--- src/rtl/lw_pkg.sv ---
package lw_pkg;
  // largest power class that still raises a wake after a power cycle
  localparam int unsigned MAX_WAKE_CLASS = 4;
  // cycles the wave stays high, and then low, in each period
  localparam int unsigned WAVE_HALF = 4;

  typedef struct packed {
    logic port_event;
    logic cfg_tmo;
    logic cable_pwr;
    logic state_tmo;
  } irq_bits_t;
endpackage

--- src/rtl/lw_rst_sync.sv ---
module lw_rst_sync #(
  parameter int unsigned STAGES = 2
) (
  input  logic clk,
  input  logic rst_n,
  output logic rst_sync_n
);
  logic [STAGES-1:0] chain_q;
  logic [STAGES-1:0] chain_d;

  always_comb begin
    chain_d = {chain_q[STAGES-2:0], 1'b1};
  end

  always_ff @(posedge clk or negedge rst_n) begin
    if (!rst_n) chain_q <= '0;
    else        chain_q <= chain_d;
  end

  assign rst_sync_n = chain_q[STAGES-1];
endmodule

--- src/rtl/lw_cause.sv ---
module lw_cause
  import lw_pkg::*;
#(
  parameter longint unsigned PWR_TMO_CYCLES = 64'd8208384000
) (
  input  logic      clk,
  input  logic      rst_n,
  input  logic      link_active,
  input  logic      pkt_rx,
  input  logic      bus_reset,
  input  logic      pwr_cycle,
  input  logic [2:0] pwr_class,
  input  irq_bits_t irq,
  input  logic      irq_en,
  output logic      wake_req
);
  localparam int unsigned CNT_W = (PWR_TMO_CYCLES > 1) ? $clog2(PWR_TMO_CYCLES) : 1;
  localparam logic [CNT_W-1:0] CNT_LAST = CNT_W'(PWR_TMO_CYCLES - 1);

  logic             pkt_q, pkt_d;
  logic             pwr_q, pwr_d;
  logic [CNT_W-1:0] cnt_q, cnt_d;
  logic             irq_cause;
  logic             pwr_start;
  logic             pkt_cancel;

  always_comb begin
    irq_cause  = irq.port_event | (irq_en & (irq.cfg_tmo | irq.cable_pwr | irq.state_tmo));
    pwr_start  = pwr_cycle & (pwr_class <= 3'(MAX_WAKE_CLASS)) & ~link_active;
    pkt_cancel = bus_reset & ~irq_cause & ~pwr_q;

    // sticky packet cause
    if (link_active)     pkt_d = 1'b0;
    else if (pkt_rx)     pkt_d = 1'b1;
    else if (pkt_cancel) pkt_d = 1'b0;
    else                 pkt_d = pkt_q;

    // power-cycle cause with timeout
    pwr_d = pwr_q;
    cnt_d = cnt_q;
    if (link_active) begin
      pwr_d = 1'b0;
      cnt_d = '0;
    end else if (pwr_start) begin
      pwr_d = 1'b1;
      cnt_d = '0;
    end else if (pwr_q) begin
      if (cnt_q == CNT_LAST) begin
        pwr_d = 1'b0;
        cnt_d = '0;
      end else begin
        cnt_d = cnt_q + 1'b1;
      end
    end

    wake_req = ~link_active & (irq_cause | pkt_q | pwr_q);
  end

  always_ff @(posedge clk or negedge rst_n) begin
    if (!rst_n) begin
      pkt_q <= 1'b0;
      pwr_q <= 1'b0;
      cnt_q <= '0;
    end else begin
      pkt_q <= pkt_d;
      pwr_q <= pwr_d;
      cnt_q <= cnt_d;
    end
  end

  AST_PKT_ONLY_CANCEL: assert property (@(posedge clk) disable iff (!rst_n)
    (bus_reset && !pkt_rx && !irq_cause && !pwr_q) |=> !pkt_q);
  AST_PKT_KEPT_BY_IRQ: assert property (@(posedge clk) disable iff (!rst_n)
    (bus_reset && irq_cause && pkt_q && !link_active) |=> pkt_q);
  AST_HIGH_CLASS_NO_WAKE: assert property (@(posedge clk) disable iff (!rst_n)
    (pwr_cycle && pwr_class > 3'(MAX_WAKE_CLASS) && !pwr_q) |=> !pwr_q);
  AST_TMO_BOUND: assert property (@(posedge clk) disable iff (!rst_n)
    cnt_q <= CNT_LAST);
endmodule

--- src/rtl/lw_wave.sv ---
module lw_wave
  import lw_pkg::*;
(
  input  logic clk,
  input  logic rst_n,
  input  logic wake_req,
  output logic wave
);
  localparam int unsigned PERIOD = 2 * WAVE_HALF;
  localparam int unsigned PH_W   = $clog2(PERIOD);
  localparam logic [PH_W-1:0] PH_LAST = PH_W'(PERIOD - 1);

  logic            run_q, run_d;
  logic [PH_W-1:0] ph_q, ph_d;
  logic            out_q, out_d;

  always_comb begin
    if (wake_req) begin
      run_d = 1'b1;
      if (!run_q || ph_q == PH_LAST) ph_d = '0;
      else                           ph_d = ph_q + 1'b1;
      out_d = (ph_d < PH_W'(WAVE_HALF));
    end else begin
      run_d = 1'b0;
      ph_d  = '0;
      out_d = 1'b0;
    end
  end

  always_ff @(posedge clk or negedge rst_n) begin
    if (!rst_n) begin
      run_q <= 1'b0;
      ph_q  <= '0;
      out_q <= 1'b0;
    end else begin
      run_q <= run_d;
      ph_q  <= ph_d;
      out_q <= out_d;
    end
  end

  assign wave = out_q;

  // length of the current run of high output cycles, kept for the checks
  logic [3:0] high_run_q;
  always_ff @(posedge clk or negedge rst_n) begin
    if (!rst_n)     high_run_q <= '0;
    else if (out_q) high_run_q <= (high_run_q == 4'hF) ? high_run_q : high_run_q + 1'b1;
    else            high_run_q <= '0;
  end

  AST_HIGH_RUN_MAX: assert property (@(posedge clk) disable iff (!rst_n)
    high_run_q <= 4'(WAVE_HALF));
  AST_IDLE_LOW: assert property (@(posedge clk) disable iff (!rst_n)
    !wake_req |=> !out_q);
endmodule

--- src/rtl/link_wake_gen.sv ---
module link_wake_gen
  import lw_pkg::*;
#(
  parameter longint unsigned PWR_TMO_CYCLES = 64'd8208384000
) (
  input  logic       clk,
  input  logic       rst_n,
  input  logic       pad_in,
  input  logic       link_pwr_on,
  input  logic       link_ctl,
  input  logic       pkt_wake,
  input  logic       irq_port_event,
  input  logic       irq_cfg_tmo,
  input  logic       irq_cable_pwr,
  input  logic       irq_state_tmo,
  input  logic       irq_resume_en,
  input  logic       bus_reset,
  input  logic       pwr_cycle,
  input  logic [2:0] pwr_class,
  output logic       wake_out,
  output logic       wake_oe,
  output logic       port_legacy
);
  logic      rst_sync_n;
  logic      link_active;
  logic      wake_req;
  logic      strap_q;
  irq_bits_t irq;

  lw_rst_sync #(.STAGES(2)) u_rst (
    .clk        (clk),
    .rst_n      (rst_n),
    .rst_sync_n (rst_sync_n)
  );

  assign link_active = link_pwr_on & link_ctl;
  assign irq = '{port_event: irq_port_event, cfg_tmo: irq_cfg_tmo,
                 cable_pwr: irq_cable_pwr, state_tmo: irq_state_tmo};

  lw_cause #(.PWR_TMO_CYCLES(PWR_TMO_CYCLES)) u_cause (
    .clk         (clk),
    .rst_n       (rst_sync_n),
    .link_active (link_active),
    .pkt_rx      (pkt_wake),
    .bus_reset   (bus_reset),
    .pwr_cycle   (pwr_cycle),
    .pwr_class   (pwr_class),
    .irq         (irq),
    .irq_en      (irq_resume_en),
    .wake_req    (wake_req)
  );

  lw_wave u_wave (
    .clk      (clk),
    .rst_n    (rst_sync_n),
    .wake_req (wake_req),
    .wave     (wake_out)
  );

  // strap: the pin level is loaded on every cycle of reset and held afterwards
  always_ff @(posedge clk) begin
    if (!rst_sync_n) strap_q <= pad_in;
  end

  assign port_legacy = strap_q;
  assign wake_oe     = rst_sync_n;

  AST_QUIET_WHEN_LINK_UP: assert property (@(posedge clk) disable iff (!rst_sync_n)
    link_active |=> !wake_out);
  AST_STRAP_HELD: assert property (@(posedge clk) disable iff (!rst_sync_n)
    $past(rst_sync_n) |-> $stable(port_legacy));
endmodule

--- config.mk ---
export PLATFORM = sky130hd
export DESIGN_NAME = link_wake_gen
export DESIGN_NICKNAME = d
export VERILOG_FILES = /design/src/rtl/lw_pkg.sv /design/src/rtl/lw_rst_sync.sv /design/src/rtl/lw_cause.sv /design/src/rtl/lw_wave.sv /design/src/rtl/link_wake_gen.sv
export SDC_FILE = /design/constraint.sdc
export NUM_CORES = 1
export LEC_CHECK = 0
export BUFFER_PORTS_ARGS = -buffer_cell sky130_fd_sc_hd__buf_2
export CORE_AREA = 2 2 88 48
export CTS_BUF_LIST = sky130_fd_sc_hd__clkbuf_8
export DETAILED_ROUTE_END_ITERATION = 8
export DIE_AREA = 0 0 90 50
export GPL_ROUTABILITY_DRIVEN = 0
export PLACE_DENSITY_LB_ADDON = 0.2
export SLEW_MARGIN = 30
export SYNTH_ARGS = -nofsm -noshare
export SYNTH_HDL_FRONTEND = slang
export SYNTH_SLANG_ARGS = --single-unit
export TNS_END_PERCENT = 100
--- constraint.sdc ---
create_clock -name clk -period 3 [get_ports clk]
set_clock_uncertainty 0.15 [all_clocks]
set_input_delay 0 -clock clk [delete_from_list [all_inputs] [get_ports clk]]
set_output_delay 0 -clock clk [all_outputs]
set_load 0.02 [all_outputs]
==> impl_metrics.toml <==
[worst_hold_path]
min_path_type = "in2reg"
hp-start = "irq_port_event"

[clock_network]
cts_root_buffer = "clkbuf_8"
cts_max_level = 2
cts_setup_buffers = 0
numCtsBuffers = 5
clock_latency_ps = 300
ctsHoldBuffers = 7
cts_resized = 0
clk_transition_reported_paths_ps = 90
cts_sinks = 43
clock_path_buffers = 2
cts_tree = "built"

[grt]
grt_max_degree = 28
antenna_found_initial = 0
gr-total-overflow = 0
grt_pass1_vias = 2113
grt_pass1_wl_um = 10180
grt_use_total_pct = 29.02

[placement]
hpwl_um = 4335
dp_slack_ps = 459.9
port_buffers = 18
placed_cells = 325
place_area_um2 = 2492

[die]
core_area_um2 = 3724
die_w_um = 90
core.rowCount = 16
die_h_um = 50
initial_core_util_pct = 62.60
ios = 19
die-area_um2 = 4500

[cells_and_area]
nets = 304
multi_input_area_um2 = 1162
seqCellArea_um2 = 1082
layoutNonFillerInstCount = 340
final_common_cell = "dfrtp_1"
layout-drive-gt1-share_pct = 14.69
antennaDiodeCount = 0
nFillCells = 295
utilization_pct = 71.98
fin_area_um2 = 2680
final_cell_mix = "dfrtp_1, a31oi_1, nand2_1"
syn2layout_area_growth_pct = 14.98

[synthesis]
ys_ff_latch = 43
yosysUniqueCellTypes = 43
synth_edf_count = 1
synthCells = 257
yosys_warnings = 0
synth_area_um2 = 2331
synthFlopType = "dfrtp_1"
syn_nets = 276
post_synth.cell_area_avg_um2 = 9.070
ys_async_sr_fraction_pct = 97.67
seq_area_frac_synth_pct = 46.38

[routing]
drt_first_iter_violations = 252
postRouteAntennaNets = 0
route.detailed.drc = 0
viasPerCell = 6.397
dr.pass1.iters = 5
wl_per_cell_um = 18.09
wl_um = 6150
via_count = 2175

[sta]
hold_viol_final = 0
setup_ws_ps = 314.2
fmax_ghz = 0.3723
period_minus_slack_ps = 2686
setup_viol = 0
finalSetupTns_ps = 0
rsz0062_at_grt = "false"
slew_viol_final = 0
fin_crit_sh_pct = 89.53
max-slew-margin-rel_pct = 37.17
tightest_slew_ps = 941.5

[critical_path]
crit_path_start_kind = "register"
end_kind = "register"
crit_path_max_incr_delay_ps = 540
required_ps = 3040
cp-startpoint = "u_cause.cnt_q[30]"
cp_cell_sequence = "nand4_1 > or4b_4 > nor4_4 > buf_4 > o21ai_0 > and2_1 > dlygate4sd3_1"
crit_type = "reg2reg"
worstReg2RegStart = "u_cause.cnt_q[30]"
cp_slowest_cell = "dlygate4sd3_1"
critPathArrivalTime_ps = 2730
worstPathMaxFanout = 8
crit_buf_inv = 2
critPathTopFamily = "simple AND/OR/NAND/NOR gates"

[power_and_ir_drop]
power.leakage_nw = 1.193
peakVddDrop_v = 0.0002749
p_per_area_nw_per_um2 = 474.8

[flow_run]
cap_violations = 0

[run_status]
status = "finished, final reports clean"
## flip-flops by register name (all words and copies together), names as in the netlist
register	count
u_cause.cnt_q	33
u_wave.ph_q	3
u_rst.chain_q	2
port_legacy	1
u_cause.pkt_q	1
u_cause.pwr_q	1
u_wave.run_q	1
u_wave.wave	1
## logic make-up (layout without fill, tap and decap cells)
family	after synthesis	after routing	share of synthesized area, %
multiplexers	3	3	1.396
adder cells (fa/ha/maj)	3	3	1.610
flip-flops	43	43	46.38
AO/OA/AOI/OAI	60	60	15.84
other	1	1	0.1609
XOR/XNOR	6	6	2.254
buffers and inverters	20	49	3.757
AND/OR/NAND/NOR	121	121	28.61
## through the flow
step	hold slack [ps]	power, mW
after detailed placement	-364.6	0.7979
after global routing	67.89	1.323
after floorplan	-445.6	0.7401
final	16.29	1.273
after global placement	-364.8	0.7900
after CTS	7.006	1.266
## synthesized netlist by cell type (all sizes together) (2+ instances only)
| cell type | number | area [um^2] |
|---|---|---|
| a21oi | 8 | 40.04 |
| a31o | 2 | 17.52 |
| a31oi | 28 | 175.2 |
| a41oi | 3 | 26.28 |
| and2 | 4 | 25.02 |
| and3 | 12 | 75.07 |
| and4 | 5 | 43.79 |
| buf | 6 | 35.03 |
| clkbuf | 6 | 22.52 |
| dfrtp | 42 | 1051 |
| ha | 3 | 37.54 |
| inv | 8 | 30.03 |
| mux2 | 2 | 22.52 |
| nand2 | 25 | 93.84 |
| nand2b | 2 | 12.51 |
| nand3 | 15 | 75.07 |
| nand4 | 7 | 43.79 |
| nand4b | 2 | 17.52 |
| nor2 | 22 | 85.09 |
| nor2b | 3 | 18.77 |
| nor3 | 5 | 25.02 |
| nor4 | 5 | 46.29 |
| nor4b | 3 | 26.28 |
| o21ai | 14 | 70.07 |
| o31ai | 2 | 15.01 |
| or3 | 8 | 50.05 |
| xnor2 | 4 | 35.03 |
| xor2 | 2 | 17.52 |
## where the power goes
| group | total (mW) | internal (mW) | switching [mW] |
|---|---|---|---|
| combinational | 0.156 | 0.0610 | 0.0955 |
| sequential | 0.644 | 0.607 | 0.0374 |
| clock | 0.472 | 0.269 | 0.202 |
| total | 1.27 | 0.937 | 0.335 |
## final cells by class
| cell class | instances | share of cell area, % |
|---|---|---|
| clock buffers | 6 | 3.081 |
| clock inverters | 2 | 1.307 |
| inverters | 8 | 1.120 |
| multi-input cells | 194 | 43.37 |
| flip-flops and latches | 43 | 40.38 |
| well taps | 54 | 2.521 |
| repair buffers | 33 | 8.217 |
## path summary, 6_finish.rpt
path	end	slack [ps]	cells after the start
worst max-delay path	u_cause.pwr_q	310	7
worst min-delay path	u_wave.run_q	20	5
worst max register to register	u_cause.pwr_q	310	7
worst min register to register	u_cause.pkt_q	30	0
max in group asynchronous	u_cause.cnt_q[16]	1980	1
min in group asynchronous	u_cause.pkt_q	30	0
## worst reg2reg max path: stages (launching register included)
cell	delay, ps
dfrtp_1	440
nand4_1	170
or4b_4	530
nor4_4	310
buf_4	210
o21ai_0	70
and2_1	150
dlygate4sd3_1	540
## per-layer routing
layer / GRT usage [%] / routed length [um] / up-vias
met1: 42.55 / 2896 / 1027
met3: 10.86 / 736 / 9
li1: - / - / 1012
met5: 0 / 0 / -
met2: 40.60 / 2472 / 127
met4: 6.667 / 44 / 0
(Power assumes the default switching activity.)
